[config.mk]
export PLATFORM = sky130hd
export DESIGN_NAME = edge_bitcheck
export DESIGN_NICKNAME = d
export VERILOG_FILES = /design/src/rtl/bitchk_pkg.sv /design/src/rtl/bitchk_datapath.sv /design/src/rtl/bitchk_control.sv /design/src/rtl/edge_bitcheck.sv
export SDC_FILE = /design/constraint.sdc
export NUM_CORES = 1
export LEC_CHECK = 0
export ABC_CLOCK_PERIOD_IN_PS = 1800
export CAP_MARGIN = 20
export CORE_MARGIN = 2
export CORE_UTILIZATION = 54
export DETAILED_ROUTE_END_ITERATION = 10
export DONT_BUFFER_PORTS = 1
export PLACE_DENSITY = 0.72
export SLEW_MARGIN = 5
export SYNTH_ARGS = -nofsm -noshare
export SYNTH_HDL_FRONTEND = slang
export SYNTH_SLANG_ARGS = --single-unit
[constraint.sdc]
create_clock -name clk -period 1.8 [get_ports clk]
set_input_delay 0.36 -clock clk [delete_from_list [all_inputs] [get_ports clk]]
set_output_delay 0.36 -clock clk [all_outputs]
set_load 0.005 [all_outputs]
[src/rtl/bitchk_pkg.sv]
package bitchk_pkg;

  typedef enum logic [1:0] {
    ST_IDLE  = 2'd0,
    ST_ARM   = 2'd1,
    ST_CHECK = 2'd2,
    ST_RX    = 2'd3
  } chkState_e;

  // strobes from control to datapath
  typedef struct packed {
    logic loadNeed;
    logic clrGood;
    logic incGood;
    logic restartCnt;
  } dpCtrl_t;

  // flags from datapath to control
  typedef struct packed {
    logic tickSeen;
    logic edgeTick;
    logic tooShort;
    logic timeOut;
    logic lastBit;
    logic cfgOk;
  } dpStat_t;

endpackage

[src/rtl/bitchk_datapath.sv]
module bitchk_datapath
  import bitchk_pkg::*;
#(
  parameter int CNT_W  = 8,
  parameter int NEED_W = 4
) (
  input  logic              clk,
  input  logic              rstN,
  input  logic              tickEn,
  input  logic              dataIn,
  input  logic [CNT_W-1:0]  limLo,
  input  logic [CNT_W-1:0]  limHi,
  input  logic [NEED_W-1:0] bitCount,
  input  dpCtrl_t           ctrl,
  output dpStat_t           stat,
  output logic              dataSamp
);

  localparam logic [CNT_W-1:0]  CNT_MAX  = {CNT_W{1'b1}};
  localparam logic [CNT_W-1:0]  CNT_ONE  = CNT_W'(1);
  localparam logic [NEED_W:0]   GOOD_ONE = (NEED_W+1)'(1);

  logic [CNT_W-1:0]  intCnt;
  logic [NEED_W-1:0] goodCnt;
  logic [NEED_W-1:0] needReg;
  logic [NEED_W:0]   goodNext;

  // data sampled on the extended clock only
  always_ff @(posedge clk or negedge rstN) begin
    if (!rstN)       dataSamp <= 1'b1;
    else if (tickEn) dataSamp <= dataIn;
  end

  // interval counter in tick units, saturating
  always_ff @(posedge clk or negedge rstN) begin
    if (!rstN)                          intCnt <= '0;
    else if (ctrl.restartCnt)           intCnt <= CNT_ONE;
    else if (tickEn && intCnt != CNT_MAX) intCnt <= intCnt + CNT_ONE;
  end

  // consecutive good interval counter
  always_ff @(posedge clk or negedge rstN) begin
    if (!rstN)             goodCnt <= '0;
    else if (ctrl.clrGood) goodCnt <= '0;
    else if (ctrl.incGood) goodCnt <= goodCnt + NEED_W'(1);
  end

  // required count captured at start
  always_ff @(posedge clk or negedge rstN) begin
    if (!rstN)              needReg <= '0;
    else if (ctrl.loadNeed) needReg <= bitCount;
  end

  assign goodNext = {1'b0, goodCnt} + GOOD_ONE;

  always_comb begin
    stat.tickSeen = tickEn;
    stat.edgeTick = tickEn && (dataIn != dataSamp);
    stat.tooShort = intCnt < limLo;
    stat.timeOut  = intCnt >= limHi;
    stat.lastBit  = goodNext == {1'b0, needReg};
    stat.cfgOk    = bitCount != '0;
  end

endmodule

[src/rtl/bitchk_control.sv]
module bitchk_control
  import bitchk_pkg::*;
(
  input  logic    clk,
  input  logic    rstN,
  input  logic    startStb,
  input  logic    pollCmd,
  input  dpStat_t stat,
  output dpCtrl_t ctrl,
  output logic    passPulse,
  output logic    failPulse,
  output logic    rxMode
);

  chkState_e state, stateNxt;
  logic passNxt, failNxt;
  logic startOk;

  assign startOk = startStb && stat.cfgOk;

  always_comb begin
    stateNxt = state;
    ctrl     = '0;
    passNxt  = 1'b0;
    failNxt  = 1'b0;
    if (pollCmd) begin
      stateNxt = ST_IDLE;
    end else begin
      unique case (state)
        ST_IDLE: begin
          if (startOk) begin
            stateNxt      = ST_ARM;
            ctrl.loadNeed = 1'b1;
            ctrl.clrGood  = 1'b1;
          end
        end
        ST_ARM: begin
          if (startOk) begin
            ctrl.loadNeed = 1'b1;
            ctrl.clrGood  = 1'b1;
          end else if (stat.edgeTick) begin
            stateNxt        = ST_CHECK;
            ctrl.restartCnt = 1'b1;
          end
        end
        ST_CHECK: begin
          if (startOk) begin
            stateNxt      = ST_ARM;
            ctrl.loadNeed = 1'b1;
            ctrl.clrGood  = 1'b1;
          end else if (stat.edgeTick) begin
            if (stat.tooShort) begin
              stateNxt = ST_IDLE;
              failNxt  = 1'b1;
            end else if (stat.lastBit) begin
              stateNxt = ST_RX;
              passNxt  = 1'b1;
            end else begin
              ctrl.incGood    = 1'b1;
              ctrl.restartCnt = 1'b1;
            end
          end else if (stat.tickSeen && stat.timeOut) begin
            stateNxt = ST_IDLE;
            failNxt  = 1'b1;
          end
        end
        ST_RX: stateNxt = ST_RX;
        default: stateNxt = ST_IDLE;
      endcase
    end
  end

  always_ff @(posedge clk or negedge rstN) begin
    if (!rstN) begin
      state     <= ST_IDLE;
      passPulse <= 1'b0;
      failPulse <= 1'b0;
    end else begin
      state     <= stateNxt;
      passPulse <= passNxt;
      failPulse <= failNxt;
    end
  end

  assign rxMode = state == ST_RX;

endmodule

[src/rtl/edge_bitcheck.sv]
module edge_bitcheck
  import bitchk_pkg::*;
#(
  parameter int CNT_W  = 8,
  parameter int NEED_W = 4
) (
  input  logic              clk,
  input  logic              rstN,
  input  logic              tickEn,
  input  logic              dataIn,
  input  logic [CNT_W-1:0]  limLo,
  input  logic [CNT_W-1:0]  limHi,
  input  logic [NEED_W-1:0] bitCount,
  input  logic              startStb,
  input  logic              pollCmd,
  output logic              passPulse,
  output logic              failPulse,
  output logic              rxMode,
  output logic              dataOut
);

  dpCtrl_t ctrl;
  dpStat_t stat;
  logic    dataSamp;

  bitchk_datapath #(.CNT_W(CNT_W), .NEED_W(NEED_W)) u_dp (
    .clk      (clk),
    .rstN     (rstN),
    .tickEn   (tickEn),
    .dataIn   (dataIn),
    .limLo    (limLo),
    .limHi    (limHi),
    .bitCount (bitCount),
    .ctrl     (ctrl),
    .stat     (stat),
    .dataSamp (dataSamp)
  );

  bitchk_control u_ctl (
    .clk       (clk),
    .rstN      (rstN),
    .startStb  (startStb),
    .pollCmd   (pollCmd),
    .stat      (stat),
    .ctrl      (ctrl),
    .passPulse (passPulse),
    .failPulse (failPulse),
    .rxMode    (rxMode)
  );

  // polling mode holds the output high
  assign dataOut = rxMode ? dataSamp : 1'b1;

endmodule

==> results.md, run 1 <==
- Critical-path cell list: ha_4, xnor2_2, o211ai_1, a211o_1, a41oi_2, nor4b_4, buf_12, nand2b_1
- GRT overflow: 0
- Post-Syn Area: between 1500 and 2000 µm²
- CP arrival: approximately 2.2 ns
- Via density: between 6 and 7
- Port Buffers: 0
- WHS: approximately 0.16 ns
- Ys async rst share: between 90% and 100%
- Worst-path maximum fanout: 8
- Part of the power in registers: between 20 and 30%
- Worst-Skew Late Latency: ~0.33 ns
- Post-Syn Instances: about 170
- Crit share post-route: 109.1%
- ANT nets after route: 0
- Fmax: between 500 and 600 MHz
- Power density cells: 1111 nW/µm²
- Rows: 19
- Routed met2 length: between 2 and 2.5 mm
- Synth Area in Simple Gates: between 10% and 20%
- CTS tree: done
- Post-synthesis mux area share: 5.332%
- Vias: 1,451
- Total CTS buffers: 3
- Setup ws final: -0.1638 ns
- Slowest stage cell on the critical path: dfrtp_1
- Root buffer cell: clkbuf_4
- Routed Wire Length: 4.491 mm
- Top-Level Pins: 30
- Longest Clk Path Bufs: 2
- Sequential area share after synthesis: about a third
- Comb pwr share: 62.1%
- CP delay by family, top: compound AO/OA/AOI/OAI gates
- Final hold vios: 0
- Die H: 58.76 µm
- Uppermost layer routed: met4
- Crit-path max cell delay: 0.44 ns
- Net Sw Frac: between 30% and 40%
- Post-layout min period: a little under 2 ns
- Clock power frac: about a tenth
- R2r setup slk: -0.16 ns
- Compound-Gate Fraction of Synth Area: 15.30%
- Netlist cell types: between 40 and 50
- Post-synth top area cell: dfrtp_1
- Final setup vio count: 16
- Switching power: approximately 1 mW
- Failing checks: DRC, setup timing
- Syn avg cell area: 9.580 µm²
- Int Pwr: ~1.5 mW
- Crit start category: flip-flop
- Synth Warn #: 0
- Top-area cell type share of the netlist area: 30.91%
- Flip-flop and latch count after synthesis: 21
- Number of global-route vias before repair: approximately 1,600
- Routed len/inst: between 15 and 20 µm
- Worst Hold Class: input port to flip-flop
- GP Congestion: about 0.91
- Slew Limit Fails: 0
- Max cap viols: 0
- Peak supply drop: slightly below 0.8 mV
- Post-Synth XOR/XNOR Area: roughly 7.6%
- Largest net degree at the start of global routing: 22
- Buf/Inv on CP: 1
- Design area: around 2300 µm²
- Detail Route met3 WL: about 240 µm
- Initial core utilization: 57.72%
- Skew final: 0.003994 ns
- Ys flop type: dfrtp_1
- First-pass GRT wire length: between 7 and 8 mm
- WS Path Type: flip-flop to flip-flop
- DRC viols: 1
- Clock transition at the registers of the reported paths: 0.14 ns
- Post-synth EDFFs: 0
- Largest family of logic cells by synthesized area: simple AND/OR/NAND/NOR gates
- Status: finished with violations
- Synth-to-Final Area Change: 40.34%
- GR Util All Layers: 26.98%
- Dpl ws: -0.2465 ns
- Ant diodes: 0
- Nets: 258
- Mapped Nets: 216
- Initial antenna violation count: 0
- Leakage: 1.008 nW
- Slew margin rel.: just under 80%
- Required time worst endpoint: approximately 2.0 ns
- Layout cells sized above 1: 44.29%
- Die area: between 3000 and 4000 µm²
- First-pass DRT Iterations: 7
- Dpl hpwl: 3.040 mm
- Chip Width: between 50 and 60 µm
- Adder-Cell Fraction of Synth Area: 16.23%
- Worst-Margin Slew: around 0.35 ns
- Starting DRT DRC Count: between 40 and 50
- Top cells by area, synth: dfrtp_1, ha_1, xnor2_1
- Dpl cell area: ~1900 µm²
- Critical Path End Type: flip-flop
- RSZ-0062 raised after global routing: true
- Clock sinks: 21
- Met1 wire length: between 1.5 and 2 mm
- CTS HTree Levels: 1
- Placeable Area: 2805 µm²
[timing repair]
action,in CTS,in global routing
hold buffers,1,0
resized for setup,29,20
endpoints found under the setup margin,15,16
hold endpoints to repair,21,0
pin swaps,16,16
setup buffers,8,6
[Yosys cell counts (3+ instances only)]
library cell  count
ha_1             21
dfrtp_1          20
inv_1            20
nor2_1           12
nand2_1          11
xnor2_1           9
nand3_1           8
o211ai_1          6
o21ai_0           6
mux2_2            5
xor2_1            5
nand2b_1          4
a211oi_1          3
mux2i_1           3
nor3_1            3
[cells by family (layout without fill, tap and decap cells)]
family | Yosys count | after routing
buf+inv | 22 | 63
flops | 21 | 21
mux | 8 | 8
xor+xnor | 14 | 14
compound gates | 31 | 31
simple gates | 52 | 52
fa+ha+maj | 21 | 21
[power by group through the flow]
| stage | clock, mW | combinational, mW | sequential (mW) |
|---|---|---|---|
| 5_1_grt | 0.278 | 1.69 | 0.701 |
| 3_5_place_dp | 0 | 1.02 | 0.692 |
| 6_report | 0.265 | 1.57 | 0.692 |
| 3_3_place_gp | 0 | 0.984 | 0.687 |
| 4_1_cts | 0.260 | 1.36 | 0.682 |
| 2_1_floorplan | 0 | 0.645 | 0.700 |
[layout make-up]
| cell class | instances | area, µm² |
|---|---|---|
| clock buffers | 3 | 22.52 |
| clock inverters | 1 | 7.507 |
| fillers | 158 | 533.0 |
| inverters | 20 | 75.07 |
| multi-input cells | 126 | 1264 |
| flip-flops and latches | 21 | 526.8 |
| well taps | 31 | 38.79 |
| repair buffers | 39 | 337.8 |
[cell usage in the layout (no fill, tap or decap), drive strengths merged, types with 3 or more instances in the layout]
cell | Yosys | layout
dfrtp | 20 | 20
mux2i | 3 | 3
o21ai | 7 | 7
nor3 | 3 | 3
clkbuf | 1 | 3
ha | 21 | 21
xnor2 | 9 | 9
nand2 | 12 | 12
buf | 1 | 38
inv | 20 | 20
mux2 | 5 | 5
nand2b | 4 | 4
nor2 | 12 | 12
nand3 | 8 | 8
xor2 | 5 | 5
o211ai | 6 | 6
a211oi | 3 | 3
[stage by stage]
stage | TNS, ns | total power, mW | instances | utilization (%)
2_1_floorplan | -0.07060 | 1.345 | 169 | -
3_3_place_gp | -1.308 | 1.671 | 224 | 66.73
3_5_place_dp | -1.876 | 1.713 | 224 | 66.73
4_1_cts | -1.214 | 2.301 | 236 | 76.05
5_1_grt | -3.142 | 2.675 | 241 | 81.00
6_report | -1.829 | 2.525 | 241 | 81.00
[worst paths after layout]
kind,start,end,cells past startpoint
max in group asynchronous,rstN,u_dp.dataSamp$_DFFE_PN1P_,2
min reg2reg,u_dp.needReg[3]$_DFFE_PN0P_,u_dp.needReg[3]$_DFFE_PN0P_,1
min in group asynchronous,rstN,u_dp.goodCnt[0]$_DFFE_PN0P_,1
max reg2reg,u_dp.goodCnt[1]$_DFFE_PN0P_,u_dp.intCnt[0]$_DFFE_PN0P_,8
max,u_dp.goodCnt[1]$_DFFE_PN0P_,u_dp.intCnt[0]$_DFFE_PN0P_,8
min,bitCount[1],u_dp.needReg[1]$_DFFE_PN0P_,1
[flip-flops by register name, indices dropped and copies added, names as in the netlist]
| signal | flops |
|---|---|
| u_ctl.failPulse | 1 |
| u_ctl.passPulse | 1 |
| u_ctl.state | 2 |
| u_dp.dataSamp | 1 |
| u_dp.goodCnt | 4 |
| u_dp.intCnt | 8 |
| u_dp.needReg | 4 |
[metal layers]
| metal | GRT usage [%] | vias up |
|---|---|---|
| met5 | 0 | - |
| met4 | 12.34 | 0 |
| met3 | 6.154 | 13 |
| met2 | 49.21 | 51 |
| met1 | 29.32 | 702 |
| li1 | - | 685 |
Note: power is estimated with default switching activity, not from simulation.
==> run 2, diff against run 1 <==
--- a/config.mk
+++ b/config.mk
@@ -11,6 +11,7 @@
 export CORE_UTILIZATION = 54
 export DETAILED_ROUTE_END_ITERATION = 10
 export DONT_BUFFER_PORTS = 1
+export MAX_ROUTING_LAYER = met4
 export PLACE_DENSITY = 0.72
 export SLEW_MARGIN = 5
 export SYNTH_ARGS = -nofsm -noshare
==> run 2 against run 1 <==
The run still ends with DRC, setup timing left. Via count up 6.1%. First-iteration DRC count increased by 38%. Setup slack got worse by 0.097 ns. Sequential share of layout area is 0.94 points lower. Critical path depth increased by 1. Design area increased by 4.2%. Global-route usage grew 5.2 points. Register-to-register slack worse by 0.097 ns. Clock power is 2% lower. Combinational power up 22%. Die area unchanged. Wire length grew 20%. Critical endpoint is now u_ctl.state[1]$_DFFE_PN0P_. Largest cell class unchanged.
==> results.md, run 2 (synthesis gave the netlist of run 1 again) <==
- Status: finished with violations
- Failing checks: DRC, setup timing
- Die H: 58.76 µm
- Total CTS buffers: 3
- Top-Level Pins: 30
- Largest net degree at the start of global routing: 22
- Slew Limit Fails: 0
- CTS HTree Levels: 1
- Crit Reg-Reg Startpoint: u_dp.intCnt[0]$_DFFE_PN0P_
- RSZ-0062 raised after global routing: true
- GRT overflow: 0
- Clock sinks: 21
- Root buffer cell: clkbuf_4
- Clock transition at the registers of the reported paths: about 0.14 ns
- Most common cell after layout, fill and taps aside: buf_4
- First-pass GRT wire length: roughly 8.0 mm
- Worst-Margin Slew: ~0.44 ns
- Crit start category: flip-flop
- Routed len/inst: about 21 µm
- Placeable Area: ~2800 µm²
- Required time worst endpoint: just over 2 ns
- Initial antenna violation count: 0
- Die area: approximately 3500 µm²
- Comb pwr share: 66.6%
- Rows: 19
- Peak supply drop: about 0.95 mV
- GP Congestion: about 0.92
- Initial core utilization: ~58%
- WS Path Type: flip-flop to flip-flop
- CP startpoint: u_dp.intCnt[0]$_DFFE_PN0P_
- Final Util: between 80% and 90%
- Most frequent cells in the layout: buf_4, dfrtp_1, inv_1
- Synth-to-Final Area Change: 46.29%
- Routed Wire Length: between 5 and 6 mm
- Nets: 270
- Worst-Skew Late Latency: roughly 0.34 ns
- WHS: 0.1715 ns
- Worst Hold Class: input port to flip-flop
- Clock power frac: under 10%
- Longest Clk Path Bufs: 2
- Leakage: about 1.1 nW
- Layout cells sized above 1: between 40% and 50%
- WP depth: 9
- Setup ws final: -0.2605 ns
- Skew final: between 0.01 and 0.015 ns
- Ant diodes: 0
- Slowest stage cell on the critical path: dfrtp_1
- Placed cells: 225
- First-pass DRT Iterations: 7
- Critical Path End: u_ctl.state[1]$_DFFE_PN0P_
- Fin cells: around 250
- Via density: 6.083
- Final setup vio count: 16
- Crit-path max cell delay: roughly 0.45 ns
- Total negative slack: -2.950 ns
- Chip Width: 58.76 µm
- Max reg flops: 8
- Dpl hpwl: 3.054 mm
- CP arrival: between 2 and 2.5 ns
- Max cap viols: 0
- Reg-to-reg endpoint: u_ctl.state[1]$_DFFE_PN0P_
- Worst-path maximum fanout: 3
- Int Pwr: ~1.7 mW
- Fmax: roughly 490 MHz
- Switching power: 1.185 mW
- Port Buffers: 0
- Power density cells: ~1200 nW/µm²
- Critical-path cell list: inv_2, ha_4, nand2b_4, a2111oi_4, o311ai_4, a31oi_2, buf_4, o21ai_1, o211ai_1
- Starting DRT DRC Count: 66
- DRC viols: 1
- Part of the power in registers: about a quarter
- Final hold vios: 0
- Vias: about 1,500
- CTS tree: done
- Crit share post-route: 114.5%
- R2r setup slk: -0.26 ns
- CP delay by family, top: compound AO/OA/AOI/OAI gates
- Net Sw Frac: between 40% and 50%
- Post-layout min period: 2.060 ns
- Largest regs: u_dp.intCnt (8), u_dp.goodCnt (4), u_dp.needReg (4)
- Critical Path End Type: flip-flop
- Worst R2R Path Depth: 9
- Top reg by flops: u_dp.intCnt
- Number of global-route vias before repair: approximately 1,700
- GR Util All Layers: around a third
- Slew margin rel.: a little under three quarters
- ANT nets after route: 0
- Buf/Inv on CP: 2
[run 2: changes by cell type in the layout (fill, tap and decap cells not counted), sizes merged]
| cell | delta |
|---|---|
| clkinv | +1 |
| buf | +12 |
| clkinvlp | -1 |
[run 2: how the worst min path moves through the flow]
stage                startpoint                     endpoint  slack (ns)  depth (start not counted)
floorplan                  rstN    u_ctl.failPulse$_DFF_PN0_        0.06                          0
finish                   dataIn    u_dp.dataSamp$_DFFE_PN1P_        0.17                          1
CTS                 bitCount[1]  u_dp.needReg[1]$_DFFE_PN0P_        0.17                          1
global placement           rstN  u_dp.goodCnt[0]$_DFFE_PN0P_        0.07                          0
detailed placement         rstN  u_dp.goodCnt[1]$_DFFE_PN0P_        0.06                          0
global route        bitCount[1]  u_dp.needReg[1]$_DFFE_PN0P_        0.17                          1
[run 2: metal layers]
layer  wire [µm]  vias up  track usage, %
li1            -      706               -
met4         180        0           13.96
met3         340       20           6.813
met1        2105      744           34.58
met2        2762       69           56.83
met5           0        -               -
[run 2: timing repair]
action	CTS	global route
endpoints found under the hold margin	21	0
pin swaps	19	3
setup buffers	20	3
gates cloned	0	0
resized for setup	34	10
endpoints found under the setup margin	15	16
hold buffers	1	0
[run 2: cell type report]
| type | instances | area [µm²] |
|---|---|---|
| multi-input cells | 126 | 1276 |
| flip-flops and latches | 21 | 526.8 |
| fillers | 153 | 436.7 |
| repair buffers | 51 | 424.2 |
| inverters | 20 | 75.07 |
| well taps | 31 | 38.79 |
| clock buffers | 3 | 22.52 |
| clock inverters | 1 | 5.005 |
[run 2: stage by stage]
step	power (mW)	instance area, µm²	setup WS, ns
2_1_floorplan	1.345	1649	-0.02326
3_3_place_gp	1.672	1879	-0.2158
3_5_place_dp	1.729	1879	-0.2649
4_1_cts	2.553	2261	-0.1853
5_1_grt	3.004	2369	-0.3357
6_report	2.878	2369	-0.2605
[run 2: power by group through the flow]
stage	clock network, mW	logic (mW)	registers (mW)
finish	0.260	1.92	0.702
global route	0.271	2.02	0.708
CTS	0.252	1.61	0.694
detailed placement	0	1.04	0.693
global placement	0	0.984	0.689
floorplan	0	0.645	0.700
==> run 3, diff against run 2 <==
--- a/config.mk
+++ b/config.mk
@@ -5,14 +5,15 @@
 export SDC_FILE = /design/constraint.sdc
 export NUM_CORES = 1
 export LEC_CHECK = 0
-export ABC_CLOCK_PERIOD_IN_PS = 1800
+export ABC_CLOCK_PERIOD_IN_PS = 2550
 export CAP_MARGIN = 20
 export CORE_MARGIN = 2
 export CORE_UTILIZATION = 54
 export DETAILED_ROUTE_END_ITERATION = 10
 export DONT_BUFFER_PORTS = 1
 export MAX_ROUTING_LAYER = met4
-export PLACE_DENSITY = 0.72
+export PLACE_DENSITY = 0.69
+export REMOVE_ABC_BUFFERS = 1
 export SLEW_MARGIN = 5
 export SYNTH_ARGS = -nofsm -noshare
 export SYNTH_HDL_FRONTEND = slang
==> constraint.sdc (replaced) <==
create_clock -name clk -period 2.55 [get_ports clk]
set_input_delay 0.51 -clock clk [delete_from_list [all_inputs] [get_ports clk]]
set_output_delay 0.51 -clock clk [all_outputs]
set_load 0.005 [all_outputs]
==> run 3 against run 2 <==
The run ends with DRC left. Die area did not move. Critical path depth decreased by 3. Register-to-register slack gained 0.53 ns. Combinational power fell by 71%. Setup slack better by 0.53 ns. Non-clock buffer count shrank 46. Fmax down 9.8%. Core utilization down 23 points. Cell count down 18%. Clock skew decreased by 0.011 ns. Sequential share of layout area up 8.3 points. First-iteration DRC count fell by 65%. Critical path type unchanged. Largest cell class unchanged.
==> results.md, run 3 (synthesis gave the netlist of run 1 again) <==
- Dpl cell area: between 1500 and 2000 µm²
- Worst-path maximum fanout: 5
- Top reg by flops: u_dp.intCnt
- Max reg flops: 8
- Crit share post-route: around 90%
- Critical Path End Type: flip-flop
- Worst hold endpoint: u_dp.needReg[0]$_DFFE_PN0P_
- Via density: slightly below 6
- GRT overflow: 0
- Power density cells: around 700 nW/µm²
- DRC viols: 1
- Post-layout min period: 2.283 ns
- Number of global-route vias before repair: around 1,200
- Slowest stage cell on the critical path: a2111oi_0
- Largest net degree at the start of global routing: 21
- Required time worst endpoint: ~2.7 ns
- Largest regs: u_dp.intCnt (8), u_dp.goodCnt (4), u_dp.needReg (4)
- Skew final: roughly 0.0034 ns
- Final hold vios: 0
- CP delay by family, top: compound AO/OA/AOI/OAI gates
- Synth-to-Final Area Change: 6.491%
- Routed len/inst: about 15 µm
- Worst-Skew Late Latency: 0.30 ns
- RSZ-0062 raised after global routing: false
- Total CTS buffers: 3
- ANT nets after route: 0
- Peak supply drop: 0.4522 mV
- Slew margin rel.: about two fifths
- Nets: approximately 220
- Die H: about 59 µm
- CP arrival: around 2.5 ns
- Initial antenna violation count: 0
- Longest Clk Path Bufs: 2
- Total negative slack: 0 ns
- CTS tree: done
- R2r setup slk: roughly 0.27 ns
- Worst R2R Path Depth: 6
- Root buffer cell: clkbuf_4
- GR Util All Layers: 21.33%
- CTS HTree Levels: 1
- Routed Wire Length: roughly 3.2 mm
- Buf/Inv on CP: 0
- WS Path Type: flip-flop to flip-flop
- Vias: approximately 1,200
- Max cap viols: 0
- Reg-to-reg endpoint: u_ctl.state[1]$_DFFE_PN0P_
- Worst-Margin Slew: ~0.91 ns
- Slew Limit Fails: 0
- Final setup vio count: 0
- Hold Startpoint: bitCount[0]
- Status: finished with violations
- Hold path cells: 1
- Crit Reg-Reg Startpoint: u_dp.intCnt[1]$_DFFE_PN0P_
- Rows: 19
- Most frequent cells in the layout: ha_1, inv_1, dfrtp_1
- Final Util: just over 60%
- CP startpoint: u_dp.intCnt[1]$_DFFE_PN0P_
- Most common cell after layout, fill and taps aside: ha_1
- Design area: about 1700 µm²
- Placeable Area: roughly 2800 µm²
- Layout cells sized above 1: 10.80%
- First-pass GRT wire length: approximately 5.4 mm
- Top-Level Pins: 30
- First-pass DRT Iterations: 7
- GP Congestion: 0.8861
- Dpl hpwl: around 2.5 mm
- Ant diodes: 0
- Clock transition at the registers of the reported paths: 0.12 ns
- Clock sinks: 21
- Worst Hold Class: input port to flip-flop
- Crit-path max cell delay: about 0.5 ns
- Fmax: ~440 MHz
- Leakage: 0.8047 nW
- Failing checks: DRC
- Port Buffers: 0
- Initial core utilization: about 58%
- Chip Width: about 59 µm
- Crit start category: flip-flop
- Die area: about 3500 µm²
- Starting DRT DRC Count: 23
- Critical-path cell list: ha_1, a2111oi_0, o21a_1, nor3_1, o311ai_0, o211ai_1
-- run 3: cell count changes in the layout (fill, tap and decap cells not counted), sizes merged --
cell,delta
buf,-47
clkbuf,+1
clkinv,-1
dlygate4sd3,+1
-- run 3: power breakdown --
group | total, mW | switching [mW] | internal (mW)
Sequential | 0.494 | 0.0854 | 0.409
Clock | 0.162 | 0.101 | 0.0610
Combinational | 0.553 | 0.285 | 0.268
Total | 1.21 | 0.472 | 0.737
-- run 3: layer usage --
metal	share of wire (%)	vias to the layer above	track usage, %
li1	-	618	-
met1	42	570	24.55
met5	0	-	-
met2	53	30	38.41
met3	4.4	2	5.714
met4	0.48	0	1.948
-- run 3: cell type report --
class | count | area (µm²)
clock buffer | 4 | 26.28
fill | 247 | 1081
inverter | 20 | 75.07
multi-input combinational | 126 | 1015
sequential | 21 | 526.8
tap | 31 | 38.79
timing repair buffer | 5 | 42.54
-- run 3: worst max path at each step --
stage	end	cells after the start
floorplan	u_ctl.state[1]$_DFFE_PN0P_	8
global placement	u_ctl.state[1]$_DFFE_PN0P_	8
detailed placement	u_ctl.state[1]$_DFFE_PN0P_	8
CTS	u_ctl.state[1]$_DFFE_PN0P_	7
global route	u_ctl.state[1]$_DFFE_PN0P_	8
finish	u_ctl.state[1]$_DFFE_PN0P_	6
-- run 3: what timing repair did --
action                                 in CTS  in global routing
hold buffers                                1                  1
resized for setup                           0                  1
setup endpoints to repair                   0                  2
endpoints found under the hold margin      20                  1
buffers inserted                            0                  0
-- run 3: metrics by stage --
| step | power, mW | hold slack, ns | std cells | worst slack [ns] |
|---|---|---|---|---|
| floorplan | 0.8990 | 0.2144 | 167 | 0.3421 |
| global placement | 1.015 | 0.2149 | 201 | 0.2005 |
| detailed placement | 1.039 | 0.2150 | 201 | 0.1187 |
| CTS | 1.213 | 0.02064 | 206 | 0.2020 |
| global route | 1.323 | 0.3205 | 207 | 0.06096 |
| finish | 1.210 | 0.3449 | 207 | 0.2668 |
-- run 3: worst reg2reg max path: stages, from the launching register on --
cell       delay [ns]
dfrtp_1          0.45
ha_1             0.30
a2111oi_0        0.50
o21a_1           0.33
nor3_1           0.09
o311ai_0         0.33
o211ai_1         0.14
